### config.mk
export PLATFORM = sky130hd
export DESIGN_NAME = pqr_divider
export DESIGN_NICKNAME = d
export VERILOG_FILES = /design/src/rtl/pqr_pkg.sv /design/src/rtl/pqr_operand_prep.sv /design/src/rtl/pqr_restore_core.sv /design/src/rtl/pqr_result_pack.sv /design/src/rtl/pqr_divider.sv
export SDC_FILE = /design/constraint.sdc
export NUM_CORES = 1
export LEC_CHECK = 0
export BUFFER_PORTS_ARGS = -buffer_cell sky130_fd_sc_hd__clkbuf_2
export CAP_MARGIN = 10
export CORE_MARGIN = 2
export CORE_UTILIZATION = 45
export DETAILED_ROUTE_END_ITERATION = 16
export GPL_ROUTABILITY_DRIVEN = 0
export PLACE_DENSITY_LB_ADDON = 0.2
export REMOVE_ABC_BUFFERS = 1
export SYNTH_ARGS = -nofsm -noshare
export SYNTH_HDL_FRONTEND = slang
export SYNTH_SLANG_ARGS = --single-unit
### constraint.sdc
create_clock -name clk -period 3.65 [get_ports clk]
set_input_delay 0.1825 -clock clk [delete_from_list [all_inputs] [get_ports clk]]
set_output_delay 0.1825 -clock clk [all_outputs]
set_load 0.005 [all_outputs]
### src/rtl/pqr_pkg.sv
package pqr_pkg;
   typedef enum logic [1:0] {
      PQR_IDLE = 2'd0,
      PQR_RUN  = 2'd1,
      PQR_FIN  = 2'd2
   } pqr_state_e;
endpackage

### src/rtl/pqr_operand_prep.sv
module pqr_operand_prep #(
   parameter int BYTE_W = 8
) (
   input  logic                  word_mode,
   input  logic                  signed_mode,
   input  logic [4*BYTE_W-1:0]   dividend,
   input  logic [2*BYTE_W-1:0]   divisor,
   output logic [4*BYTE_W-1:0]   dvd_mag,
   output logic [2*BYTE_W-1:0]   dvs_mag,
   output logic                  quo_neg,
   output logic                  rem_neg,
   output logic                  dvs_zero
);
   localparam int HALF_W = 2 * BYTE_W;
   localparam int FULL_W = 4 * BYTE_W;

   logic [FULL_W-1:0] dvd_ext;
   logic [HALF_W-1:0] dvs_ext;
   logic              dvd_sign;
   logic              dvs_sign;

   // sign-extend the active operand widths into the common datapath width
   always_comb begin
      if (word_mode) begin
         dvd_sign = signed_mode & dividend[FULL_W-1];
         dvs_sign = signed_mode & divisor[HALF_W-1];
         dvd_ext  = dividend;
         dvs_ext  = divisor;
      end else begin
         dvd_sign = signed_mode & dividend[HALF_W-1];
         dvs_sign = signed_mode & divisor[BYTE_W-1];
         dvd_ext  = {{HALF_W{dvd_sign}}, dividend[HALF_W-1:0]};
         dvs_ext  = {{BYTE_W{dvs_sign}}, divisor[BYTE_W-1:0]};
      end
   end

   // magnitudes feed the unsigned core; the signs are kept for the fix-up
   assign dvd_mag  = dvd_sign ? -dvd_ext : dvd_ext;
   assign dvs_mag  = dvs_sign ? -dvs_ext : dvs_ext;
   assign quo_neg  = dvd_sign ^ dvs_sign;
   assign rem_neg  = dvd_sign;
   assign dvs_zero = (dvs_ext == '0);
endmodule

### src/rtl/pqr_restore_core.sv
module pqr_restore_core #(
   parameter int DVD_W = 32,
   parameter int DVS_W = 16,
   parameter int CNT_W = 6
) (
   input  logic               clk,
   input  logic               rst_n,
   input  logic               load,
   input  logic [DVD_W-1:0]   load_dvd,
   input  logic [DVS_W-1:0]   load_dvs,
   input  logic [CNT_W-1:0]   load_iters,
   output logic               last_step,
   output logic [DVS_W-1:0]   quo_low,
   output logic [DVS_W-1:0]   rem
);
   logic [DVD_W-1:0] quo_q;
   logic [DVS_W-1:0] rem_q;
   logic [DVS_W-1:0] dvs_q;
   logic [CNT_W-1:0] cnt_q;

   logic [DVS_W:0]   rem_shift;
   logic [DVS_W:0]   rem_diff;
   logic [DVS_W:0]   rem_next;
   logic             fits;

   // one restoring step: shift in the next dividend bit, subtract if it fits
   always_comb begin
      rem_shift = {rem_q, quo_q[DVD_W-1]};
      fits      = (rem_shift >= {1'b0, dvs_q});
      rem_diff  = rem_shift - {1'b0, dvs_q};
      rem_next  = fits ? rem_diff : rem_shift;
   end

   always_ff @(posedge clk or negedge rst_n) begin
      if (!rst_n) begin
         quo_q <= '0;
         rem_q <= '0;
         dvs_q <= '0;
         cnt_q <= '0;
      end else if (load) begin
         quo_q <= load_dvd;
         rem_q <= '0;
         dvs_q <= load_dvs;
         cnt_q <= load_iters;
      end else if (cnt_q != '0) begin
         rem_q <= rem_next[DVS_W-1:0];
         quo_q <= {quo_q[DVD_W-2:0], fits};
         cnt_q <= cnt_q - 1'b1;
      end
   end

   assign last_step = (cnt_q == CNT_W'(1));
   assign quo_low   = quo_q[DVS_W-1:0];
   assign rem       = rem_q;

   // partial remainder always fits the divisor width after a step
   assert_rem_fits_R4: assert property (@(posedge clk) disable iff (!rst_n)
      (cnt_q != '0) |-> !rem_next[DVS_W]);

   // final remainder magnitude is below the divisor magnitude
   assert_rem_below_divisor_R4: assert property (@(posedge clk) disable iff (!rst_n)
      (last_step && !load) |=> (rem_q < dvs_q));
endmodule

### src/rtl/pqr_result_pack.sv
module pqr_result_pack #(
   parameter int BYTE_W = 8
) (
   input  logic                  word_mode,
   input  logic                  quo_neg,
   input  logic                  rem_neg,
   input  logic [2*BYTE_W-1:0]   quo_mag,
   input  logic [2*BYTE_W-1:0]   rem_mag,
   output logic [4*BYTE_W-1:0]   packed_val,
   output logic                  quo_sign
);
   localparam int HALF_W = 2 * BYTE_W;

   logic [HALF_W-1:0] quo_fix;
   logic [HALF_W-1:0] rem_fix;

   assign quo_fix = quo_neg ? -quo_mag : quo_mag;
   assign rem_fix = rem_neg ? -rem_mag : rem_mag;

   // remainder in the upper field, quotient in the lower field
   always_comb begin
      if (word_mode) begin
         packed_val = {rem_fix, quo_fix};
         quo_sign   = quo_fix[HALF_W-1];
      end else begin
         packed_val = {{HALF_W{1'b0}}, rem_fix[BYTE_W-1:0], quo_fix[BYTE_W-1:0]};
         quo_sign   = quo_fix[BYTE_W-1];
      end
   end
endmodule

### src/rtl/pqr_divider.sv
module pqr_divider
   import pqr_pkg::*;
#(
   parameter int BYTE_W = 8
) (
   input  logic                  clk,
   input  logic                  rst_n,
   input  logic                  start,
   input  logic                  word_mode,
   input  logic                  signed_mode,
   input  logic [4*BYTE_W-1:0]   dividend,
   input  logic [2*BYTE_W-1:0]   divisor,
   output logic [4*BYTE_W-1:0]   result,
   output logic                  flag_n,
   output logic                  flag_z,
   output logic                  done
);
   localparam int HALF_W = 2 * BYTE_W;
   localparam int FULL_W = 4 * BYTE_W;
   localparam int ITER_W = $clog2(FULL_W + 1);
   localparam logic [ITER_W-1:0] WIDE_ITERS   = ITER_W'(FULL_W);
   localparam logic [ITER_W-1:0] NARROW_ITERS = ITER_W'(HALF_W);

   if (BYTE_W < 2) begin : g_width_check
      $error("pqr_divider: BYTE_W must be at least 2");
   end

   pqr_state_e        state_q;
   logic              word_q;
   logic              quo_neg_q;
   logic              rem_neg_q;
   logic              zero_q;
   logic [FULL_W-1:0] keep_q;
   logic [FULL_W-1:0] result_q;
   logic              n_q;
   logic              z_q;
   logic              done_q;

   logic [FULL_W-1:0] dvd_mag;
   logic [HALF_W-1:0] dvs_mag;
   logic              quo_neg_c;
   logic              rem_neg_c;
   logic              dvs_zero_c;
   logic              accept;
   logic [FULL_W-1:0] load_dvd;
   logic [ITER_W-1:0] load_iters;
   logic              core_last;
   logic [HALF_W-1:0] core_quo;
   logic [HALF_W-1:0] core_rem;
   logic [FULL_W-1:0] packed_val;
   logic              pack_sign;

   assign accept = start && (state_q == PQR_IDLE);

   pqr_operand_prep #(.BYTE_W(BYTE_W)) u_prep (
      .word_mode   (word_mode),
      .signed_mode (signed_mode),
      .dividend    (dividend),
      .divisor     (divisor),
      .dvd_mag     (dvd_mag),
      .dvs_mag     (dvs_mag),
      .quo_neg     (quo_neg_c),
      .rem_neg     (rem_neg_c),
      .dvs_zero    (dvs_zero_c)
   );

   // narrow dividends are left-aligned so the core always shifts from its top bit
   assign load_dvd   = word_mode ? dvd_mag : {dvd_mag[HALF_W-1:0], {HALF_W{1'b0}}};
   assign load_iters = word_mode ? WIDE_ITERS : NARROW_ITERS;

   pqr_restore_core #(
      .DVD_W (FULL_W),
      .DVS_W (HALF_W),
      .CNT_W (ITER_W)
   ) u_core (
      .clk        (clk),
      .rst_n      (rst_n),
      .load       (accept && !dvs_zero_c),
      .load_dvd   (load_dvd),
      .load_dvs   (dvs_mag),
      .load_iters (load_iters),
      .last_step  (core_last),
      .quo_low    (core_quo),
      .rem        (core_rem)
   );

   pqr_result_pack #(.BYTE_W(BYTE_W)) u_pack (
      .word_mode  (word_q),
      .quo_neg    (quo_neg_q),
      .rem_neg    (rem_neg_q),
      .quo_mag    (core_quo),
      .rem_mag    (core_rem),
      .packed_val (packed_val),
      .quo_sign   (pack_sign)
   );

   always_ff @(posedge clk or negedge rst_n) begin
      if (!rst_n) begin
         state_q   <= PQR_IDLE;
         word_q    <= 1'b0;
         quo_neg_q <= 1'b0;
         rem_neg_q <= 1'b0;
         zero_q    <= 1'b0;
         keep_q    <= '0;
         result_q  <= '0;
         n_q       <= 1'b0;
         z_q       <= 1'b0;
         done_q    <= 1'b0;
      end else begin
         done_q <= 1'b0;
         unique case (state_q)
            PQR_IDLE: begin
               if (accept) begin
                  word_q    <= word_mode;
                  quo_neg_q <= quo_neg_c;
                  rem_neg_q <= rem_neg_c;
                  zero_q    <= dvs_zero_c;
                  keep_q    <= word_mode ? dividend
                                         : {{HALF_W{1'b0}}, dividend[HALF_W-1:0]};
                  state_q   <= dvs_zero_c ? PQR_FIN : PQR_RUN;
               end
            end
            PQR_RUN: begin
               if (core_last) state_q <= PQR_FIN;
            end
            PQR_FIN: begin
               done_q  <= 1'b1;
               state_q <= PQR_IDLE;
               if (zero_q) begin
                  result_q <= keep_q;
                  n_q      <= 1'b0;
                  z_q      <= 1'b1;
               end else begin
                  result_q <= packed_val;
                  n_q      <= pack_sign;
                  z_q      <= 1'b0;
               end
            end
            default: state_q <= PQR_IDLE;
         endcase
      end
   end

   assign result = result_q;
   assign flag_n = n_q;
   assign flag_z = z_q;
   assign done   = done_q;

   assert_done_pulse_R7: assert property (@(posedge clk) disable iff (!rst_n)
      done |=> !done);

   assert_ignore_start_R8: assert property (@(posedge clk) disable iff (!rst_n)
      (start && state_q != PQR_IDLE) |=> ($stable(keep_q) && $stable(word_q)));

   assert_narrow_upper_zero_R1: assert property (@(posedge clk) disable iff (!rst_n)
      (done && !word_q) |-> (result[FULL_W-1:HALF_W] == '0));

   assert_zero_clears_n_R6: assert property (@(posedge clk) disable iff (!rst_n)
      (done && flag_z) |-> !flag_n);
endmodule

Word level (Yosys, flattened, before mapping) --
Index checks and enable logic that the tools add are counted.
Operators by class: add/subtract/negate cells 6, $lt $le $gt $ge 1, eq/ne operators 5, muxes and demuxes 28, bitwise operators 5, reductions and logical operators 9
Operators by type and width (count):
- $mux 32 | 8
- $mux 16 | 7
- $neg 16->16 | 3
- $neg 32->32 | 1
- $mux 6 | 3
- $ge 17x16->1 | 1
- $logic_not 16->1 | 1
- $sub 16x16->16 | 1
- $eq 6x1->1 const B | 1
- $mux 1 | 6
- $mux 2 | 3
- $reduce_bool 6->1 | 1
- $sub 6x1->6 const B | 1
- $and 1x1->1 | 4
- $ne 2x2->1 const B | 2
- $pmux 2 s2 | 1
- $reduce_and 2->1 | 2
- $eq 2x1->1 const B | 1
- $eq 2x2->1 const B | 1
- $logic_and 1x1->1 | 2
- $logic_not 2->1 | 1
- $reduce_bool 2->1 | 1
- $logic_not 1->1 | 1
- $xor 1x1->1 | 1
Word-level totals: bits in registers 143, bits of input ports 53, output and inout bits 35, logic and storage cells 68

Logic depth before layout (Yosys ltp) --
Gate-level depths: netlist (run 1).
word-level depth 6, gate-level depth with buffers 11, depth with buffers taken out 11

Modules after synthesis --
A second synthesis (run 1) with hierarchy kept.
Unflattened totals: cells, all modules 1101, area, all modules 10462.5 um^2
By module, submodules not included:
- pqr_restore_core | instances 1, cells an instance 475, area each 4266.6 um^2
- pqr_divider | instances 1, cells an instance 268, area each 3900.0 um^2
- pqr_operand_prep | instances 1, cells an instance 226, area each 1416.4 um^2
- pqr_result_pack | instances 1, cells an instance 132, area each 879.6 um^2

Worst setup path before layout (run 1) --
OpenSTA, ideal clock, no wires.
path type register -> register, start point register u_core.rem_q[6], in the netlist u_core.rem[6], end point register u_core.rem_q[0], in the netlist u_core.rem[0], setup time 0.077 ns, arrival 2.754 ns, data required time 3.573 ns, path slack 0.818 ns, cell stages (with the launch flop) 11, buffers on the path 2, cells stage by stage dfrtp_1 ha_1 clkbuf_1 a211oi_1 nand2_1 a41oi_1 o21ai_0 o41ai_1 clkbuf_1 mux2_2 a21oi_1
On the way: cells in the longest elaborated chain, start to end 4
Ends and longest elaborated chain:
- start: declaration | line pqr_restore_core.sv:17 | logic [DVS_W-1:0] rem_q;
- start signal: assignment | line pqr_restore_core.sv:46 | rem_q <= rem_next[DVS_W-1:0];
- $ge 17x16->1 | line pqr_restore_core.sv:29 | fits = (rem_shift >= {1'b0, dvs_q});
- $mux 16 | line pqr_restore_core.sv:31 | rem_next = fits ? rem_diff : rem_shift;
- $mux 16 | line pqr_restore_core.sv:45 | end else if (cnt_q != '0) begin
- $mux 16 | line pqr_restore_core.sv:40 | end else if (load) begin
No other way between the ends. The select of a mux whose other input is x is not followed. A chain may end at the register's enable or synchronous reset.

Worst setup path in the final report (run 1) --
start point register u_core.rem_q[3], in the netlist u_core.rem[3], end point register u_core.rem_q[14], in the netlist u_core.rem[14]
On the way: cells in the longest elaborated chain, start to end 4, elaborated cells between the ends (all ways) 5, those cells by class 1 x add/sub; 1 x order compare; 3 x mux
Ends and longest elaborated chain (line):
- $sub 16x16->16 or $ge 17x16->1 (tied branches) | pqr_restore_core.sv:30, pqr_restore_core.sv:29
- $mux 16 * | pqr_restore_core.sv:31
- $mux 16 * | pqr_restore_core.sv:45
- $mux 16 * | pqr_restore_core.sv:40
Mark *: on every way between the ends. The rest lies on a longest branch, timed or not. The select of a mux whose other input is x is not followed.

==> metrics.md, run 1 <==
| Metric | Value |
|---|---|
| Top Ports | `88` |
| R2r startpoint | `u_core.rem[3]` |
| Most frequent cells in the layout | `nand2_1 (163), dfrtp_1 (142), o21ai_0 (105), clkbuf_2 (86), nor2_1 (85)` |
| Cell Area, Synth | `0.009041 mm2` |
| Placement-stage worst setup slack | `about 0.51 ns` |
| Sink Count | `about 140` |
| Total grt overflow | `0` |
| Core Region | `roughly 0.020 mm2` |
| Int Power | `5.430 mW` |
| Final setup violation count | `0` |
| First-pass detailed-route iteration total | `5` |
| Slew margin rel. | `0.4221` |
| First-pass GRT wire length | `about 42000 um` |
| N_diodes | `0` |
| # nets final | `approximately 1200` |
| Synth cell types | `between 60 and 70` |
| Mapped Cells | `1058` |
| TNS Setup | `0 ns` |
| Dpl cells | `~1400` |
| CP Class | `flip-flop to flip-flop` |
| Max cap viols | `0` |
| Worst slew pin tran | `approximately 0.87 ns` |
| Yosys reg bits | `around 140` |
| Initial Util | `0.4615` |
| Critical Path Fanout Max | `12` |
| Final Cycle Share | `0.8040` |
| Pwr Density | `just over 900 mW/mm2` |
| Drt drc | `0` |
| Top cell type's share of synthesized area | `0.3958` |
| Worst skew pair latency | `approximately 0.43 ns` |
| Avg WL per Cell | `around 18 um` |
| Hold wc startpoint | `divisor[15]` |
| Vias per inst | `5.740` |
| WHS Endpoint | `u_core.dvs_q[15]` |
| TritonCTS clock tree | `done` |
| FF/Latch Area | `0.003580 mm2` |
| Area leader, netlist | `dfrtp_1` |
| Final worst setup slack | `between 0.7 and 0.8 ns` |
| CP delay by family, top | `compound AO/OA/AOI/OAI gates` |
| Final wirelength | `approximately 25000 um` |
| Max-slew violation count | `0` |
| Leak pwr | `4.658 nW` |
| Worst setup EP type | `flip-flop` |
| Finished Core Util | `0.5260` |
| Part of the power in registers | `0.320` |
| Largest net degree at the start of global routing | `just under 80` |
| Layout fillers | `1881` |
| Worst min-delay path class | `primary input to flip-flop` |
| H-tree depth | `4` |
| Die W | `approximately 150 um` |
| Final worst path period need | `~2.9 ns` |
| Worst IR Drop VDD | `approximately 340 uV` |
| Floorplan die height | `145.7 um` |
| Worst Setup SP | `u_core.rem[3]` |
| Port bufs | `between 80 and 90` |
| Final Non-Filler Cells | `1395` |
| Postcts setup bufs | `0` |
| Layout cells sized above 1 | `0.1540` |
| Number of enable flip-flop cells after synthesis | `0` |
| DR vias | `8007` |
| R2r endpoint | `u_core.rem[14]` |
| Die area | `between 0.02 and 0.025 mm2` |
| DP HPWL | `between 15000 and 20000 um` |
| Arrival @ worst endpoint | `3.29 ns` |
| Register area share after synthesis | `0.3958` |
| Bufs and invs on worst path | `1` |
| Routed Antenna Nets | `0` |
| Hold Path Stages | `3` |
| Maximum buffer depth of the clock tree | `2` |
| Max Fclk | `340.8 MHz` |
| Number of synthesis warnings | `0` |
| Initial antenna violation count | `0` |
| Initial DRC count | `546` |
| Clock transition at path regs | `around 0.060 ns` |
| Synth top area cells | `dfrtp_1 (40%), nand2_1 (6.9%), o21ai_0 (5.8%), mux2i_1 (4.2%), xnor2_1 (3.9%)` |
| Type of origin of the critical path | `flip-flop` |
| Total CTS buffers | `17` |
| Root Buffer Master | `clkbuf_16` |
| Cells on worst reg2reg path | `9` |
| Reg2reg setup slack | `slightly above 0.7 ns` |
| Vias in the first global route | `around 7700` |
| Multi-input logic area | `about 0.0051 mm2` |
| RSZ-0062 raised after global routing | `no` |
| WP data required | `approximately 4.0 ns` |
| Logic pwr share | `0.493` |
| Layout Skew | `0.009904 ns` |
| Std cell rows | `51` |
| Worst path slowest cell | `dfrtp_1` |
| Most common cell after layout, fill and taps aside | `nand2_1` |
| Design Area, Final | `0.01030 mm2` |
| Status | `finished, final reports clean` |
| Worst path max stage delay | `0.50 ns` |
| Syn-to-layout area delta | `13.96%` |
| Post-synth ARST share | `1.000` |
| Sw Share | `0.4228` |
| Final Hold Fails | `0` |
| Clock power share | `0.187` |
| Avg Cell Area, Syn | `around 8.5 um2` |
| Psw | `around 4 mW` |
| Post-synth top flop | `dfrtp_1` |
| DP Area | `a little under 0.01 mm2` |
| CP Cell Sequence | `ha_1 -> nand3_1 -> o21bai_1 -> a31o_2 -> o21ai_0 -> o41ai_2 -> buf_4 -> or3_1 -> a21oi_1` |
| GRT Resource Usage Total | `0.2459` |
## worst max path at each step
stage,end,slack [ns],depth (start not counted)
floorplan,u_core.rem[0],-0.97,8
global placement,u_core.rem[12],0.55,7
detailed placement,u_core.rem[12],0.51,7
CTS,u_core.rem[0],0.77,9
global route,u_core.rem[0],0.49,9
finish,u_core.rem[14],0.72,9
## cell type report
type | instances | area share
clock buffer | 21 | 0.04469
multi-input combinational | 814 | 0.4934
sequential | 143 | 0.3474
inverter | 34 | 0.01239
clock inverter | 11 | 0.01226
tap | 265 | 0.03218
timing repair buffer | 107 | 0.05768
## metal layers
layer,wire (um),up-vias,global-route usage
met1,12130,3799,0.3609
met4,493,0,0.07402
li1,-,3890,-
met5,0,-,0
met3,1663,31,0.04577
met2,11190,287,0.3693
## synth_stat cells (all sizes together), types with 4 or more instances
cell,instances
nand2,165
dfrtp,143
o21ai,106
nor2,86
a21oi,67
clkbuf,54
xnor2,40
xor2,39
mux2i,38
inv,34
nand3,28
ha,22
o31ai,18
mux2,17
nor3,16
o22ai,16
buf,13
a211oi,11
o2bb2ai,10
o41ai,10
a221oi,9
nor4,9
o31a,9
a31oi,8
a21o,7
and3,7
or3,7
nand2b,6
nor2b,5
o21a,5
or4,5
a31o,4
and2,4
nand3b,4
o211ai,4
## stage by stage
step                power, mW  hold slack, ns
floorplan               6.253         -0.1131
global placement        7.537          0.2827
detailed placement      7.632          0.2879
CTS                     9.420         0.01962
global route            10.22         0.03311
finish                  9.408         0.01888
## state kept, by name, summed over array words and instances (netlist names)
register      count
u_core.cnt_q      6
done              1
keep_q           32
zero_q            1
rem_neg_q         1
flag_z            1
word_q            1
state_q           2
quo_neg_q         1
result           32
u_core.quo_q     32
flag_n            1
u_core.dvs_q     16
u_core.rem       16
## kinds of logic after synthesis
group / Yosys count / share of synthesized area
and+or+nand+nor: 352 / 0.1753
AOI/OAI and AO/OA: 305 / 0.2120
buffers and inverters: 101 / 0.04442
xor gates and xnor gates: 79 / 0.07653
muxes: 55 / 0.06324
DFF: 143 / 0.3958
adders and majority gates: 23 / 0.03266
## power by group through the flow
stage | registers, mW | clock network, mW | logic, mW
floorplan | 2.84 | 0 | 3.42
global placement | 3.00 | 0 | 4.53
detailed placement | 3.03 | 0 | 4.61
CTS | 3.00 | 1.79 | 4.63
global route | 3.12 | 1.85 | 5.25
finish | 3.01 | 1.76 | 4.63
## worst reg2reg max path, delay by kind of cell, from the launching register on
kind | cells | cell delay [ns]
compound gates | 5 | 1.09
flops | 1 | 0.50
fa+ha+maj | 1 | 0.50
buf+inv | 1 | 0.21
simple gates | 2 | 0.57
## repair_timing
action / 4_1_cts / 5_1_grt
resized for setup: 0 / 0
hold endpoints to repair: 75 / 0
hold buffers: 1 / 0
Note: power is estimated with default switching activity, not from simulation.
==> inputs of run 2 (changes only) <==
==> constraint.sdc (replaced) <==
create_clock -name clk -period 2.75 [get_ports clk]
set_input_delay 0.1375 -clock clk [delete_from_list [all_inputs] [get_ports clk]]
set_output_delay 0.1375 -clock clk [all_outputs]
set_load 0.005 [all_outputs]
==> run 2 against run 1 <==
  * Core utilization rose by 2.0 points
  * Worst hold slack got worse by 0.0051 ns
  * Register-to-register slack got worse by 0.53 ns
  * Critical path type is now primary input to flip-flop
  * First-iteration DRC count fell by 2.4%
  * Combinational power rose by 45%
  * Critical path depth did not move
  * Final cell count rose by 2.9%
  * Highest routed layer unchanged
  * Sequential power rose by 27%
  * Global-route usage fell by 0.24 points
==> metrics.md, run 2 (synthesis gave the netlist of run 1 again) <==
| Metric | Value |
|---|---|
| Fin Hold WS | `0.01380 ns (-0.005079 ns)` |
| Layout fillers | `1870 (-0.58%)` |
| Final Hold Fails | `0 (unchanged)` |
| Floorplan die height | `145.7 um (unchanged)` |
| Sink Count | `143 (unchanged)` |
| Critical Path Fanout Max | `6 (-6)` |
| WP data required | `3.10 ns (-0.90 ns)` |
| Most frequent cells in the layout | `nand2_1 (163), dfrtp_1 (142), o21ai_0 (104), clkbuf_2 (86), nor2_1 (85)` |
| Avg WL per Cell | `17.67 um (-3.2%)` |
| Vias per inst | `5.634 (-1.8%)` |
| Max Fclk | `377.0 MHz` |
| Die area | `0.02124 mm2 (unchanged)` |
| Bufs and invs on worst path | `2 (+1)` |
| Worst IR Drop VDD | `541.6 uV (+57%)` |
| Drt drc | `0 (unchanged)` |
| Type of origin of the critical path | `primary input` |
| Maximum buffer depth of the clock tree | `2 (unchanged)` |
| Worst setup EP type | `flip-flop` |
| Worst min-delay path class | `primary input to flip-flop` |
| Postcts setup bufs | `0 (unchanged)` |
| Syn-to-layout area delta | `18.36%` |
| Layout cells sized above 1 | `0.1810 (+0.02706)` |
| Arrival @ worst endpoint | `3.00 ns (-0.29 ns)` |
| Slew margin rel. | `0.5428 (+0.1207)` |
| Total grt overflow | `0 (unchanged)` |
| Most common cell after layout, fill and taps aside | `nand2_1` |
| CP Cell Sequence | `dlygate4sd3_1 -> clkbuf_2 -> or4_4 -> or4_4 -> nor4_4 -> mux2i_1 -> o21a_1 -> a211o_1 -> o21ai_0` |
| Final worst setup slack | `0.09729 ns (-0.6183 ns)` |
| Top Ports | `88 (unchanged)` |
| Die W | `145.7 um (unchanged)` |
| # nets final | `1234 (+3.4%)` |
| Part of the power in registers | `0.294 (-0.026)` |
| Final worst path period need | `2.653 ns` |
| Port bufs | `87 (unchanged)` |
| N_diodes | `0 (unchanged)` |
| Layout Skew | `0.01748 ns (+0.007581 ns)` |
| Initial DRC count | `533 (-2.4%)` |
| DR vias | `8090 (+1.0%)` |
| RSZ-0062 raised after global routing | `no` |
| Max cap viols | `0 (unchanged)` |
| Placement-stage worst setup slack | `0.04561 ns (-0.4596 ns)` |
| Routed Antenna Nets | `0 (unchanged)` |
| Max-slew violation count | `0 (unchanged)` |
| Logic pwr share | `0.517 (+0.024)` |
| Status | `finished, final reports clean` |
| Cell mode on critical path | `or4_4` |
| Finished Core Util | `0.5463 (+0.02031)` |
| First-pass detailed-route iteration total | `5 (unchanged)` |
| Std cell rows | `51 (unchanged)` |
| TritonCTS clock tree | `done` |
| Psw | `5.391 mW (+36%)` |
| Int Power | `7.617 mW (+40%)` |
| Leak pwr | `4.872 nW (+4.6%)` |
| Pwr Density | `1216 mW/mm2 (+33%)` |
| Final wirelength | `25380 um (-0.39%)` |
| Initial antenna violation count | `0 (unchanged)` |
| CP Class | `primary input to flip-flop` |
| GRT Resource Usage Total | `0.2434 (-0.002435)` |
| Worst path max stage delay | `0.55 ns (+0.05 ns)` |
| Clock transition at path regs | `0.06 ns (about the same)` |
| Core Region | `0.01959 mm2 (unchanged)` |
| Worst skew pair latency | `0.43 ns (about the same)` |
| DP HPWL | `18800 um (+0.58%)` |
| Largest net degree at the start of global routing | `70 (-11%)` |
| Initial Util | `0.4615 (unchanged)` |
| Total CTS buffers | `17 (unchanged)` |
| First-pass GRT wire length | `41400 um (-0.89%)` |
| H-tree depth | `4 (unchanged)` |
| Root Buffer Master | `clkbuf_16` |
| Final setup violation count | `0 (unchanged)` |
| Worst slew pin tran | `0.6857 ns (-0.1811 ns)` |
| TNS Setup | `0 ns (unchanged)` |
| Worst path slowest cell | `or4_4` |
| Sw Share | `0.4145 (-0.008385)` |
| Final Cycle Share | `0.9646` |
| Clock power share | `0.189 (+0.002)` |
| Vias in the first global route | `7745 (+0.86%)` |
| CP delay by family, top | `simple AND/OR/NAND/NOR gates` |
-- run 2: cell types whose count changed in the layout (fill, tap and decap cells not counted), moves of 2 or more --
cell,change
buf_12,+2
clkinv_2,-3
buf_4,+33
clkinvlp_4,+2
dlygate4sd3_1,+6
-- run 2: timing repair --
action / CTS / global route
resized for setup: 0 / 4
hold endpoints to repair: 73 / 0
endpoints found under the setup margin: 0 / 16
hold buffers: 7 / 0
-- run 2: final timing paths --
path	startpoint	to	slack [ns]	cells past startpoint
worst max-delay path	dividend[10]	u_core.quo_q[24]	0.1	9
worst min-delay path	dividend[13]	keep_q[13]	0.01	2
worst max register to register	u_core.quo_q[31]	u_core.rem[14]	0.19	10
worst min register to register	result[28]	result[28]	0.47	2
max in group asynchronous	rst_n	result[17]	1.67	3
min in group asynchronous	rst_n	u_core.rem[11]	0.28	2
-- run 2: stage by stage --
stage,total power [mW],cells,instance area [um2]
after CTS,12.95,1436,10680
after floorplan,8.299,991,8767
after global routing,14.04,1436,10700
after global placement,10.35,1397,9995
final,13.01,1436,10700
after detailed placement,10.46,1397,9995
-- run 2: worst reg2reg max path: stages (launching register included) --
cell and delay [ns]:
dfrtp_1 0.36, inv_1 0.09, ha_1 0.17, inv_1 0.05, fa_2 0.36, a21o_1 0.20
a311o_1 0.40, and2_1 0.17, a32o_1 0.25, or3_1 0.30, a21oi_1 0.14
-- run 2: final cells by class --
cell class	count	area (um2)	share of cell area
repair buffers	148	942.2	0.08804
clock buffers	19	442.9	0.04139
clock inverters	13	176.4	0.01649
multi-input cells	814	5101	0.4767
well taps	265	331.6	0.03098
flip-flops and latches	143	3580	0.3345
inverters	34	127.6	0.01193
-- run 2: power groups by stage --
stage | registers [mW] | logic (mW) | clock network [mW]
after floorplan | 3.76 | 4.54 | 0
after global placement | 3.81 | 6.54 | 0
after detailed placement | 3.84 | 6.61 | 0
after CTS | 3.81 | 6.65 | 2.48
after global routing | 3.96 | 7.50 | 2.58
final | 3.82 | 6.73 | 2.46
-- run 2: layer usage --
metal	track usage	part of all wire	wire length (um)	up-vias
met5	0	0	0	-
met4	0.07745	0.021	534	0
met3	0.04922	0.046	1164	37
met2	0.3592	0.44	11070	216
met1	0.3587	0.50	12610	3875
li1	-	-	-	3962
